**src/rtl/strap_vote_pkg.sv**
```systemverilog
package strap_vote_pkg;
  localparam int unsigned BYTE_W         = 8;
  localparam int unsigned WORD_W         = 32;
  localparam int unsigned N_COPIES       = 3;
  localparam int unsigned BYTES_PER_WORD = WORD_W / BYTE_W;
  localparam int unsigned N_BYTES        = N_COPIES * BYTES_PER_WORD;
  localparam int unsigned IDX_W          = $clog2(N_BYTES);

  typedef logic [BYTE_W-1:0] byte_t;
  typedef logic [WORD_W-1:0] word_t;
endpackage

```
**src/rtl/strap_fetch_seq.sv**
```systemverilog
module strap_fetch_seq
  import strap_vote_pkg::*;
#(
  parameter int unsigned N  = N_BYTES,
  localparam int unsigned IW = $clog2(N)
) (
  input  logic          clk_i,
  input  logic          rst_ni,
  input  logic          start_i,
  output logic          busy_o,
  output logic [IW-1:0] idx_o,
  output logic          done_o
);
  logic          busy_q, done_q;
  logic [IW-1:0] idx_q;
  logic          last;

  assign last = (idx_q == IW'(N - 1));

  always_ff @(posedge clk_i or negedge rst_ni) begin
    if (!rst_ni) begin
      busy_q <= 1'b0;
      idx_q  <= '0;
      done_q <= 1'b0;
    end else begin
      done_q <= busy_q && last;
      if (busy_q) begin
        if (last) begin
          busy_q <= 1'b0;
          idx_q  <= '0;
        end else begin
          idx_q <= idx_q + 1'b1;
        end
      end else if (start_i) begin
        busy_q <= 1'b1;
        idx_q  <= '0;
      end
    end
  end

  assign busy_o = busy_q;
  assign idx_o  = idx_q;
  assign done_o = done_q;
endmodule

```
**src/rtl/strap_copy_regs.sv**
```systemverilog
module strap_copy_regs
  import strap_vote_pkg::*;
(
  input  logic                         clk_i,
  input  logic                         rst_ni,
  input  logic                         cap_en_i,
  input  logic [IDX_W-1:0]             cap_idx_i,
  input  byte_t                        cap_data_i,
  output logic [N_COPIES-1:0][WORD_W-1:0] copies_o
);
  logic [N_BYTES-1:0][BYTE_W-1:0] bytes_q;

  always_ff @(posedge clk_i or negedge rst_ni) begin
    if (!rst_ni) begin
      bytes_q <= '0;
    end else if (cap_en_i) begin
      bytes_q[cap_idx_i] <= cap_data_i;
    end
  end

  // lowest address lands in the low byte of each copy
  for (genvar k = 0; k < N_COPIES; k++) begin : g_copy
    assign copies_o[k] = bytes_q[k*BYTES_PER_WORD +: BYTES_PER_WORD];
  end
endmodule

```
**src/rtl/strap_majority.sv**
```systemverilog
module strap_majority
  import strap_vote_pkg::*;
(
  input  logic [N_COPIES-1:0][WORD_W-1:0] copies_i,
  output word_t                           vote_o
);
  for (genvar b = 0; b < WORD_W; b++) begin : g_bit
    logic [N_COPIES-1:0] col;
    for (genvar k = 0; k < N_COPIES; k++) begin : g_col
      assign col[k] = copies_i[k][b];
    end
    assign vote_o[b] = ($countones(col) > (N_COPIES / 2));
  end
endmodule

```
**src/rtl/strap_vote_reader.sv**
```systemverilog
module strap_vote_reader
  import strap_vote_pkg::*;
#(
  parameter int unsigned ARR_AW = 10
) (
  input  logic              clk_i,
  input  logic              rst_ni,
  input  logic              req_i,
  input  logic              we_i,
  output logic [WORD_W-1:0] rd_data_o,
  output logic              rd_valid_o,
  output logic              busy_o,
  output logic [ARR_AW-1:0] arr_addr_o,
  input  logic [BYTE_W-1:0] arr_data_i
);
  logic             busy;
  logic             start;
  logic [IDX_W-1:0] idx;
  logic [N_COPIES-1:0][WORD_W-1:0] copies;

  assign start = req_i && !we_i && !busy;

  strap_fetch_seq #(.N(N_BYTES)) u_seq (
    .clk_i   (clk_i),
    .rst_ni  (rst_ni),
    .start_i (start),
    .busy_o  (busy),
    .idx_o   (idx),
    .done_o  (rd_valid_o)
  );

  strap_copy_regs u_copies (
    .clk_i      (clk_i),
    .rst_ni     (rst_ni),
    .cap_en_i   (busy),
    .cap_idx_i  (idx),
    .cap_data_i (arr_data_i),
    .copies_o   (copies)
  );

  strap_majority u_vote (
    .copies_i (copies),
    .vote_o   (rd_data_o)
  );

  assign busy_o     = busy;
  assign arr_addr_o = busy ? ARR_AW'(idx) : '0;
endmodule

```
**config.mk**
```make
export PLATFORM = sky130hd
export DESIGN_NAME = strap_vote_reader
export DESIGN_NICKNAME = d
export VERILOG_FILES = /design/src/rtl/strap_vote_pkg.sv /design/src/rtl/strap_fetch_seq.sv /design/src/rtl/strap_copy_regs.sv /design/src/rtl/strap_majority.sv /design/src/rtl/strap_vote_reader.sv
export SDC_FILE = /design/constraint.sdc
export NUM_CORES = 1
export LEC_CHECK = 0
export BUFFER_PORTS_ARGS = -buffer_cell sky130_fd_sc_hd__buf_2
export CELL_PAD_IN_SITES_DETAIL_PLACEMENT = 1
export CELL_PAD_IN_SITES_GLOBAL_PLACEMENT = 2
export CORE_MARGIN = 2
export CORE_UTILIZATION = 39
export CTS_BUF_LIST = sky130_fd_sc_hd__clkbuf_4
export DETAILED_ROUTE_END_ITERATION = 6
export PLACE_DENSITY = 0.83
export SLEW_MARGIN = 15
export SYNTH_ARGS = -nofsm -noshare
export SYNTH_HDL_FRONTEND = slang
export SYNTH_SLANG_ARGS = --single-unit
export TNS_END_PERCENT = 20
```
**constraint.sdc**
```tcl
create_clock -name clk_i -period 1.6 [get_ports clk_i]
set_input_delay 0.16 -clock clk_i [delete_from_list [all_inputs] [get_ports clk_i]]
set_output_delay 0.16 -clock clk_i [all_outputs]
set_load 0.02 [all_outputs]
```
Word level (Yosys, flattened, before mapping)
Cells that the tools add are included.
- flip-flop bits (word level): 102
- bits in latches: 0
- bits in writable memories: 0
- memory bits (read-only): 0
- input port bits: 12
- output and inout port bits: 44
- logic and storage cells: 132
- memories kept: 0
- add/sub/neg operators: 65
- multipliers: 0
- divide/modulo/power cells: 0
- magnitude comparators: 34
- equal/unequal tests: 1
- shift-type cells: 0
- multiplexer cells: 10
- bitwise logic cells: 0
- reduce and logical (&&, ||, !) cells: 7
- operator list (cell ; count):
    $add 32x1->32 ; 32
    $gt 32x1->1 const B ; 32
    $bwmux 96 ; 1
    $add 1x1->2 ; 32
    $demux 8 s4 ; 1
    $mux 4 ; 4
    $mux 8 ; 1
    $lt 4x5->1 const B ; 1
    $add 4x1->4 const B ; 1
    $eq 4x4->1 const B ; 1
    $ge 4x1->1 const B ; 1
    $logic_and 1x1->1 ; 4
    $mux 1 ; 3
    $logic_not 1->1 ; 2
    $reduce_bool 2->1 ; 1

Logic depth before layout (Yosys ltp)
Gate-level depths: netlist (run 1).
- word-level depth: 5
- gate-level depth with buffers: 5
- gate-level depth less buffers: 5

Modules after synthesis
From an unflattened synthesis (run 1), not the netlist that was laid out.
- cells, all modules: 324
- area, all modules: 4699.5 um^2
- modules (own cells, without submodules) (module ; instances ; cells each ; area each (um^2) ; sequential area each (um^2)):
    strap_copy_regs ; 1 ; 223 ; 3703.6 ; 2402.3
    strap_majority ; 1 ; 64 ; 640.6 ; 0.0
    strap_fetch_seq ; 1 ; 25 ; 269.0 ; 150.1
    strap_vote_reader ; 1 ; 12 ; 86.3 ; 0.0

Worst setup path after synthesis (run 1)
No wires, ideal clock.
- path kind: reg2reg
- start point: register u_seq.busy_q (netlist: u_seq.busy_o)
- end point: register u_copies.bytes_q, in the netlist u_copies.copies_o[88]
- library setup time: 125 ps
- arrival: 1468 ps
- required time: 1475 ps
- setup slack: 7 ps
- cell stages (with the launch flop): 6
- buffers on the path: 2
- period minus slack after synthesis: 1593 ps
- cells stage by stage: dfrtp_1 buf_4 and2_1 buf_2 nand3b_2 mux2_2
- RTL lines (what ; RTL line ; RTL):
    from (decl) ; strap_fetch_seq.sv:14 ; logic busy_q, done_q;
    from (signal assigned) ; strap_fetch_seq.sv:22 ; busy_q <= 1'b0;
    from (signal assigned) ; strap_fetch_seq.sv:29 ; busy_q <= 1'b0;
    from (signal assigned) ; strap_fetch_seq.sv:35 ; busy_q <= 1'b1;
    to (signal, indexed assignment) ; strap_copy_regs.sv:17 ; bytes_q[cap_idx_i] <= cap_data_i;
    to (decl) ; strap_copy_regs.sv:11 ; logic [N_BYTES-1:0][BYTE_W-1:0] bytes_q;

Worst setup path after layout (run 1)
- start point: register u_copies.bytes_q, in the netlist u_copies.copies_o[54]
- end point: output port rd_data_o[22]
- cells in the longest elaborated chain, start to end: 3
- ends and longest elaborated chain (what ; RTL line ; RTL):
    $add 1x1->2 (implied by the code) ; strap_majority.sv:12 ; assign vote_o[b] = ($countones(col) > (N_COPIES / 2));
    $add 32x1->32 (implied by the code) ; strap_majority.sv:12 ;
    $gt 32x1->1 ; strap_majority.sv:12 ;
    to (decl) ; strap_vote_reader.sv:10 ; output logic [WORD_W-1:0] rd_data_o,
No other way between the ends.

==> results of run 1 <==
-- worst max-delay path, stage by stage, from the launching register on --
cell,delay [ns]
dfrtp_1,0.42
ha_1,0.30
a21o_1,0.19
buf_6,0.14
-- how the worst max path moves through the flow --
stage	from	endpoint	slack, ns
after detailed placement	u_seq.idx_o[0]$_DFFE_PN0P_	u_copies.copies_o[82]$_DFFE_PN0P_	-0.03
after global routing	u_copies.copies_o[50]$_DFFE_PN0P_	rd_data_o[18]	-0.13
after CTS	u_copies.copies_o[54]$_DFFE_PN0P_	rd_data_o[22]	-0.1
after global placement	u_seq.idx_o[0]$_DFFE_PN0P_	u_copies.copies_o[83]$_DFFE_PN0P_	0.04
after floorplan	u_seq.busy_o$_DFF_PN0_	u_copies.copies_o[88]$_DFFE_PN0P_	0.007
final	u_copies.copies_o[54]$_DFFE_PN0P_	rd_data_o[22]	-0.06
-- stage by stage --
stage                     utilization  setup TNS, ns  cell area, um^2
after floorplan                     -              0             4777
after global placement         0.4468              0             5344
after detailed placement       0.4468        -0.2472             5344
after CTS                      0.4733         -2.553             5662
after global routing           0.4842         -4.477             5792
final                          0.4842         -1.019             5792
-- area by class of cell --
type,count,area [um^2]
clock buffers,10,75.07
clock inverters,6,76.32
fillers,1212,6170
inverters,3,11.26
multi-input cells,208,2128
flip-flops and latches,102,2555
well taps,147,183.9
repair buffers,82,762.0
-- registers in the layout, summed over array words and instances, names as in the netlist --
name               cells
u_copies.copies_o     96
u_seq.busy_o           1
u_seq.idx_o            4
u_seq.done_o           1
-- cell families (layout without fill, tap and decap cells) --
| logic type | count (synthesis) | count (layout) |
|---|---|---|
| AOI/OAI and AO/OA | 38 | 38 |
| adders and majority gates | 36 | 36 |
| buffers and inverters | 23 | 101 |
| DFF | 102 | 102 |
| muxes | 96 | 96 |
| other | 1 | 6 |
| and+or+nand+nor | 32 | 32 |
-- power by group --
part	total [mW]	leakage (nW)	internal [mW]	switching [mW]
logic	7.45	1.53	4.09	3.37
registers	4.67	1.20	3.89	0.784
clock network	1.48	0.0829	0.636	0.841
-- cell usage after synthesis (all sizes together) --
cell and number:
nand2 5, dfrtp 102, nand3 6, ha 36, nand3b 5, nor2 1
nor3b 2, a21o 32, nor3 1, clkbuf 9, nor2b 1, and2b 1
o21ai 4, a22o 1, mux2 96, nand2b 4, o211ai 1, conb 1
nand4b 2, buf 11, inv 3, and2 4
-- routing by layer --
layer  up-vias  GRT usage
met5         -          0
met2        40     0.2959
met1      1482     0.2140
li1       1330          -
met4         0    0.04878
met3        11    0.03441
-- timing repair --
action                                  in CTS  in global routing
hold buffers                                 1                  0
resized for setup                           35                 28
endpoints found under the setup margin      62                 96
setup buffers                                7                  5
hold endpoints to repair                    54                  0
pin swaps                                   19                 26
cloned                                       0                  0
==> impl_metrics.tcl, run 1 <==
set metrics [dict create \
    wl_met3_um 293 \
    synth_area_leader_cell "dfrtp_1" \
    die_area_um2 13100 \
    clk_pin_slew_ns 0.14 \
    drtIter0Drc 108 \
    seq_area_frac_synth 0.5364 \
    cts_max_level 3 \
    rsz0062_at_grt "true" \
    muxShareOfSynthArea 0.2272 \
    hold_ws_ns 0.07172 \
    holdPathEnd "u_seq.busy_o$_DFF_PN0_" \
    hold_start "req_i" \
    power.leakage_nw 2.809 \
    io_pins 56 \
    post-dp-hpwl_um 7108 \
    clock-sinks 102 \
    grtUsageTotal 0.1698 \
    drt-total-wl_um 10030 \
    die_w_um 114.5 \
    rr_worst_depth 6 \
    worstHoldPathCells 3 \
    final_nets 454 \
    netlist_instances 328 \
    synth_fa_ha_area_frac 0.09466 \
    peakVddDrop_v 0.0008925 \
    setup_ws_ns -0.06459 \
    crit_path_end_kind "output port" \
    startpoint_type "flip-flop" \
    finalPower_mw 13.60 \
    hp-class "primary input to flip-flop" \
    wl_met1_um 4383 \
    synth-simple-area-share 0.05627 \
    cts_made_buffers 9 \
    antenna_found_initial 0 \
    layout_commonest_cell "dfrtp_1" \
    core_area_um2 11960 \
    grt_pass1_vias 3211 \
    synth-xor-area-share 0 \
    fmax_ghz 0.6007 \
    reg2reg_from "u_seq.idx_o[0]$_DFFE_PN0P_" \
    synth_top_area_share 0.5364 \
    post-place-cells 529 \
    netlist_top_cells_area "dfrtp_1 54%, mux2_2 22%, ha_1 9.5%" \
    grt_overflow 0 \
    syn-cell-area_um2 4758 \
    ys_seq_elements 102 \
    initial_core_util 0.3978 \
    ctsRootBufferMaster "clkbuf_4" \
    routed-via-count 2863 \
    gp_congestion 0.7254 \
    clk_latency_ns 0.46 \
    crit_type "flip-flop to output port" \
    wl_met2_um 5223 \
    rows 40 \
    grt_pass1_wl_um 17000 \
    num_antenna_cells 0 \
    final_cell_mix "100 x dfrtp_1, 95 x mux2_2, 32 x a21o_1, 32 x ha_1, 27 x buf_6" \
    post-route-drc-count 0 \
    drv_slew 0 \
    min_period_ns 1.665 \
    r2r-end "u_copies.copies_o[0]$_DFFE_PN0P_" \
    vias_per_cell 5.131 \
    instances_no_fill 558 \
    reg2reg_slack_ns -0.01 \
    setup_viol 33 \
    post-route-period-util 1.040 \
    cts_tree "built" \
    dr.max_layer_used "met4" \
    clk_path_buf_depth 2 \
    drive_above_1_share 0.5085 \
    firstDrtPassIters 4 \
    synth.avg_cell_area_um2 14.51 \
    synth-compound-area-share 0.05811 \
    timing.critical_path.arrival_ns 1.50 \
    wl_per_cell_um 17.98 \
    maxCapViolCount 0 \
    outcome "complete, but fails checks" \
    required_ns 1.44 \
    yosysWarnings 0 \
    synth_cell_types 29 \
    io_buffers 49 \
    dp_slack_ns -0.02981 \
    power.density_nw_per_um2 2348 \
    critPathMaxFanout 2 \
    grt_max_degree 35 \
    hold_viol 0 \
    postRouteAntennaNets 0 \
    skew_ns 0.01217 \
    die-height_um 114.5 \
    areaGrowthSynthToFinish_pct 21.72 \
    synth_top_family_by_area "multiplexers" \
    violations "negative setup slack" \
]
Note: power is estimated with default switching activity, not from simulation.
==> run 2, diff against run 1 <==
--- a/config.mk
+++ b/config.mk
@@ -6,13 +6,13 @@
 export NUM_CORES = 1
 export LEC_CHECK = 0
 export BUFFER_PORTS_ARGS = -buffer_cell sky130_fd_sc_hd__buf_2
-export CELL_PAD_IN_SITES_DETAIL_PLACEMENT = 1
-export CELL_PAD_IN_SITES_GLOBAL_PLACEMENT = 2
+export CELL_PAD_IN_SITES_DETAIL_PLACEMENT = 0
+export CELL_PAD_IN_SITES_GLOBAL_PLACEMENT = 1
 export CORE_MARGIN = 2
-export CORE_UTILIZATION = 39
+export CORE_UTILIZATION = 45
 export CTS_BUF_LIST = sky130_fd_sc_hd__clkbuf_4
 export DETAILED_ROUTE_END_ITERATION = 6
-export PLACE_DENSITY = 0.83
+export PLACE_DENSITY = 0.82
 export SLEW_MARGIN = 15
 export SYNTH_ARGS = -nofsm -noshare
 export SYNTH_HDL_FRONTEND = slang
==> run 2 against run 1 <==
  * The flow still finishes with violations (negative setup slack)
  * Highest routed layer unchanged
  * Final area shrank 2.3%
  * Largest power group unchanged
  * Utilization grew 6.7 points
  * Clock power shrank 19%
  * Die area is 13% lower
  * Fmax increased by 2.1%
  * Critical endpoint is now rd_data_o[29]
  * Hold slack gained 0.012 ns
  * Count of clock-buffer cells in the layout increased by 1
==> impl_metrics.tcl, run 2 (synthesis gave the netlist of run 1 again) <==
set metrics [dict create \
    outcome "complete, but fails checks" \
    violations "negative setup slack" \
    reg2reg_from "u_seq.idx_o[0]$_DFFE_PN0P_" \
    path_buf_inv 1 \
    crit_type "flip-flop to output port" \
    min_period_ns 1.631 \
    r2r-end "u_copies.copies_o[18]$_DFFE_PN0P_" \
    io_buffers 49 \
    hold_viol 0 \
    cpPeakStageDelay_ns 0.42 \
    drv_slew 0 \
    die_w_um 106.8 \
    post-dp-hpwl_um 6351 \
    power.leakage_nw 2.725 \
    clk_pin_slew_ns 0.14 \
    fmax_ghz 0.6131 \
    gp_congestion 0.7577 \
    startpoint_type "flip-flop" \
    cts_tree "built" \
    layout_commonest_cell "dfrtp_1" \
    final_nets 449 \
    power.density_nw_per_um2 2292 \
    hp-class "primary input to flip-flop" \
    wl_per_cell_um 16.41 \
    finalPower_mw 12.98 \
    core_area_um2 10280 \
    num-fill-cells 865 \
    instances_no_fill 542 \
    critPathMaxFanout 2 \
    initial_core_util 0.4630 \
    cts_max_level 3 \
    reg2reg_slack_ns 0.02 \
    hold_start "req_i" \
    place_area_um2 5290 \
    ctsRootBufferMaster "clkbuf_4" \
    cpLargestDelayFamily "flip-flops" \
    clk_path_buf_depth 2 \
    timing.critical_path.arrival_ns 1.47 \
    areaGrowthSynthToFinish_pct 18.96 \
    peakVddDrop_v 0.0008028 \
    skew_ns 0.01569 \
    routed-via-count 2837 \
    drt-total-wl_um 8896 \
    stdcell_area_um2 5660 \
    antenna_found_initial 0 \
    io_pins 56 \
    rsz0062_at_grt "true" \
    rows 37 \
    clk_latency_ns 0.44 \
    post-route-drc-count 0 \
    die-height_um 106.8 \
    post-route-period-util 1.019 \
    setup_ws_ns -0.03093 \
    largest_reg_flops 96 \
    dp_slack_ns -0.04790 \
    num_antenna_cells 0 \
    grt_max_degree 41 \
    post-place-cells 516 \
    maxCapViolCount 0 \
    die_area_um2 11410 \
    slowest_stage "dfrtp_1" \
    crit_chain "ha_1, a21o_1, buf_2" \
    grtUsageTotal 0.1729 \
    drtIter0Drc 79 \
    crit_path_end_kind "output port" \
    firstDrtPassIters 4 \
    holdPathEnd "u_seq.idx_o[1]$_DFFE_PN0P_" \
    postRouteAntennaNets 0 \
    rr_worst_depth 5 \
    grt_overflow 0 \
    worstHoldPathCells 4 \
    drive_above_1_share 0.5197 \
    cts_made_buffers 9 \
    vias_per_cell 5.234 \
    clock-sinks 102 \
    required_ns 1.44 \
    grt_pass1_vias 2974 \
    final_cell_mix "98 x dfrtp_1, 95 x mux2_2, 32 x a21o_1" \
    setup_viol 14 \
    grt_pass1_wl_um 15160 \
]
==> run 2: cell count changes in the layout (fill, tap and decap cells not counted), sizes merged <==
cell	change
clkbuf	+1
inv	+1
clkinvlp	+1
buf	-5
bufinv	-2
clkinv	-1
==> run 2: metal layers <==
metal	global-route usage	share of wire	vias to the layer above
li1	-	-	1318
met1	0.2170	0.44	1453
met2	0.3048	0.52	54
met3	0.02492	0.033	12
met4	0.06122	0.015	0
met5	0	0	-
==> run 2: stage by stage <==
stage / utilization / hold WS (ns) / TNS (ns)
after floorplan: - / -0.1356 / 0
after global placement: 0.5147 / 0.1265 / 0
after detailed placement: 0.5147 / 0.1336 / -0.4531
after CTS: 0.5422 / 0.06852 / -1.184
after global routing: 0.5508 / 0.1084 / -2.341
final: 0.5508 / 0.08377 / -0.1812
==> run 2: how the worst max path moves through the flow <==
stage / slack, ns / cells past startpoint / from / endpoint
2_1_floorplan: 0.007 / 5 / u_seq.busy_o$_DFF_PN0_ / u_copies.copies_o[88]$_DFFE_PN0P_
3_3_place_gp: 0.03 / 6 / u_seq.idx_o[0]$_DFFE_PN0P_ / u_copies.copies_o[0]$_DFFE_PN0P_
3_5_place_dp: -0.05 / 5 / u_seq.idx_o[0]$_DFFE_PN0P_ / u_copies.copies_o[16]$_DFFE_PN0P_
4_1_cts: -0.05 / 3 / u_copies.copies_o[28]$_DFFE_PN0P_ / rd_data_o[28]
5_1_grt: -0.09 / 3 / u_copies.copies_o[35]$_DFFE_PN0P_ / rd_data_o[3]
6_report: -0.03 / 3 / u_copies.copies_o[29]$_DFFE_PN0P_ / rd_data_o[29]
==> run 2: final cells by class <==
cell class / instances / area [um^2] / share of cell area
repair buffers: 77 / 670.6 / 0.1185
multi-input cells: 208 / 2133 / 0.3769
inverters: 3 / 11.26 / 0.001989
clock inverters: 5 / 35.03 / 0.006189
flip-flops and latches: 102 / 2557 / 0.4518
clock buffers: 11 / 82.58 / 0.01459
well taps: 136 / 170.2 / 0.03006
==> run 2: timing repair <==
action / 4_1_cts / 5_1_grt
endpoints found under the hold margin: 31 / 0
resized for setup: 33 / 24
pin swaps: 21 / 10
hold buffers: 1 / 0
setup buffers: 7 / 2
endpoints found under the setup margin: 53 / 76
==> run 2: power breakdown <==
group | leakage (nW) | total [mW] | switching [mW] | internal, mW
Sequential | 1.19 | 4.67 | 0.775 | 3.89
Combinational | 1.46 | 7.11 | 3.22 | 3.89
Clock | 0.0672 | 1.20 | 0.839 | 0.360
==> run 2: worst reg2reg max path, cell delays in order (launching register included) <==
cell	delay [ns]
dfrtp_2	0.47
inv_2	0.09
ha_2	0.21
nor3b_4	0.23
buf_12	0.15
mux2_2	0.33
==> run 3, diff against run 2 <==
--- a/config.mk
+++ b/config.mk
@@ -8,11 +8,11 @@
 export BUFFER_PORTS_ARGS = -buffer_cell sky130_fd_sc_hd__buf_2
 export CELL_PAD_IN_SITES_DETAIL_PLACEMENT = 0
 export CELL_PAD_IN_SITES_GLOBAL_PLACEMENT = 1
-export CORE_MARGIN = 2
-export CORE_UTILIZATION = 45
-export CTS_BUF_LIST = sky130_fd_sc_hd__clkbuf_4
+export CORE_UTILIZATION = 44
+export CTS_BUF_LIST = sky130_fd_sc_hd__clkbuf_16
 export DETAILED_ROUTE_END_ITERATION = 6
-export PLACE_DENSITY = 0.82
+export GPL_TIMING_DRIVEN = 0
+export PLACE_DENSITY = 0.8
 export SLEW_MARGIN = 15
 export SYNTH_ARGS = -nofsm -noshare
 export SYNTH_HDL_FRONTEND = slang
==> run 3 against run 2 <==
  * Sequential cell count is the same
  * Critical endpoint is now u_copies.copies_o[94]$_DFFE_PN0P_
  * Via count is 3.1% lower
  * Die area decreased by 1.6%
  * Global-route usage is 0.28 points lower
  * Count of clock-buffer cells in the layout shrank 2
  * Sequential power fell by 1%
  * Critical path type is now flip-flop to flip-flop
  * First-iteration DRC count is 29% lower
  * The flow still finishes with violations (negative setup slack)
  * Hold slack worse by 0.013 ns
==> impl_metrics.tcl, run 3 (synthesis gave the netlist of run 1 again) <==
set metrics [dict create \
    post-dp-hpwl_um 5884 \
    hold_viol 0 \
    post-route-period-util 1.020 \
    grt_overflow 0 \
    skew_ns 0.007520 \
    final_cell_mix "100 x dfrtp_1, 95 x mux2_2, 50 x buf_2" \
    postRouteAntennaNets 0 \
    setup_viol 27 \
    final_nets 451 \
    grtUsageTotal 0.1701 \
    clk_path_buf_depth 2 \
    startpoint_type "flip-flop" \
    wl_per_cell_um 16.02 \
    fmax_ghz 0.6128 \
    multiInputGateArea_um2 2143 \
    die_w_um 106.0 \
    stdcell_area_um2 5708 \
    post-route-drc-count 0 \
    maxCapViolCount 0 \
    reg2reg_slack_ns -0.03 \
    grt_max_degree 79 \
    clock-sinks 102 \
    routed-via-count 2749 \
    cts_max_level 3 \
    layout_commonest_cell "dfrtp_1" \
    cts_made_buffers 9 \
    rsz0062_at_grt "true" \
    place_area_um2 5226 \
    grt_pass1_vias 2932 \
    rows 37 \
    vias_per_cell 5.063 \
    hp-class "primary input to flip-flop" \
    ctsRootBufferMaster "clkbuf_16" \
    num-fill-cells 889 \
    post-place-cells 519 \
    crit_path_end_kind "flip-flop" \
    critPathMaxFanout 9 \
    outcome "complete, but fails checks" \
    drtIter0Drc 56 \
    peakVddDrop_v 0.001141 \
    io_pins 56 \
    die_area_um2 11230 \
    firstDrtPassIters 4 \
    cts_tree "built" \
    power.leakage_nw 2.753 \
    timing.critical_path.arrival_ns 1.85 \
    clk_pin_slew_ns 0.07 \
    power.density_nw_per_um2 2307 \
    drv_slew 0 \
    min_period_ns 1.632 \
    gp_congestion 0.7319 \
    initial_core_util 0.4568 \
    antenna_found_initial 0 \
    instances_no_fill 543 \
    setup_ws_ns -0.03198 \
    crit_type "flip-flop to flip-flop" \
    die-height_um 106.0 \
    required_ns 1.82 \
    core_area_um2 10420 \
    clk_latency_ns 0.34 \
    num_antenna_cells 0 \
    setup_tns_ns -0.5142 \
    areaGrowthSynthToFinish_pct 19.96 \
    io_buffers 49 \
    seqCellArea_um2 2555 \
    drive_above_1_share 0.4889 \
    grt_pass1_wl_um 14710 \
    largest_reg_flops 96 \
    drt-total-wl_um 8697 \
    violations "negative setup slack" \
]
run 3: changes by cell type in the layout (fill, tap and decap cells not counted), sizes merged:
cell and delta:
clkbuf +7, clkinv -3, inv +1, buf -7, bufinv +2, clkinvlp +1
run 3: layout make-up:
type,count,area share
flip-flops and latches,102,0.4476
clock inverters,6,0.01534
inverters,3,0.002411
repair buffers,59,0.06839
multi-input cells,208,0.3755
clock buffers,9,0.03946
plain buffers,20,0.02148
well taps,136,0.02981
run 3: repair_timing:
| action | in CTS | in global routing |
|---|---|---|
| pin swaps | 2 | 1 |
| gates resized for setup | 5 | 13 |
| hold buffers | 1 | 0 |
| endpoints found under the hold margin | 24 | 0 |
| endpoints found under the setup margin | 75 | 77 |
| setup buffers | 2 | 6 |
run 3: path summary, 6_finish.rpt:
path                                                   from                           endpoint  cells past startpoint
min in group asynchronous                            rst_ni  u_copies.copies_o[89]$_DFFE_PN0P_                      2
max                                  u_seq.busy_o$_DFF_PN0_  u_copies.copies_o[94]$_DFFE_PN0P_                      5
max in group asynchronous                            rst_ni  u_copies.copies_o[32]$_DFFE_PN0P_                      3
min reg2reg                u_copies.copies_o[9]$_DFFE_PN0P_   u_copies.copies_o[9]$_DFFE_PN0P_                      1
max reg2reg                          u_seq.busy_o$_DFF_PN0_  u_copies.copies_o[94]$_DFFE_PN0P_                      5
min                                           arr_data_i[1]   u_copies.copies_o[9]$_DFFE_PN0P_                      2
run 3: per-stage QoR:
step | setup WS, ns | power [mW] | hold WS, ns | util
after floorplan | 0.007450 | 8.925 | -0.1356 | -
after global placement | -0.6692 | 10.40 | 0.4101 | 0.4985
after detailed placement | -0.3044 | 10.62 | 0.04083 | 0.5017
after CTS | -0.2273 | 13.05 | 0.06585 | 0.5363
after global routing | -0.1130 | 14.15 | 0.07506 | 0.5480
final | -0.03198 | 13.17 | 0.07056 | 0.5480
run 3: power by group:
group | leakage (nW) | internal, mW | switching, mW | total [mW]
Sequential | 1.20 | 3.91 | 0.708 | 4.61
Combinational | 1.41 | 3.15 | 3.12 | 6.26
Clock | 0.149 | 1.36 | 0.925 | 2.29
Total | 2.75 | 8.42 | 4.75 | 13.2
run 3: critical path, cell delays in order (launching register included):
cell	delay, ns
dfrtp_1	0.38
buf_4	0.17
and2_1	0.15
clkbuf_4	0.17
nand3b_2	0.27
mux2_2	0.38
run 3: layer usage:
metal | wire length (um) | global-route usage
met5 | 0 | 0
met4 | 80 | 0.05060
met3 | 253 | 0.03311
met2 | 4336 | 0.2815
met1 | 4027 | 0.2270
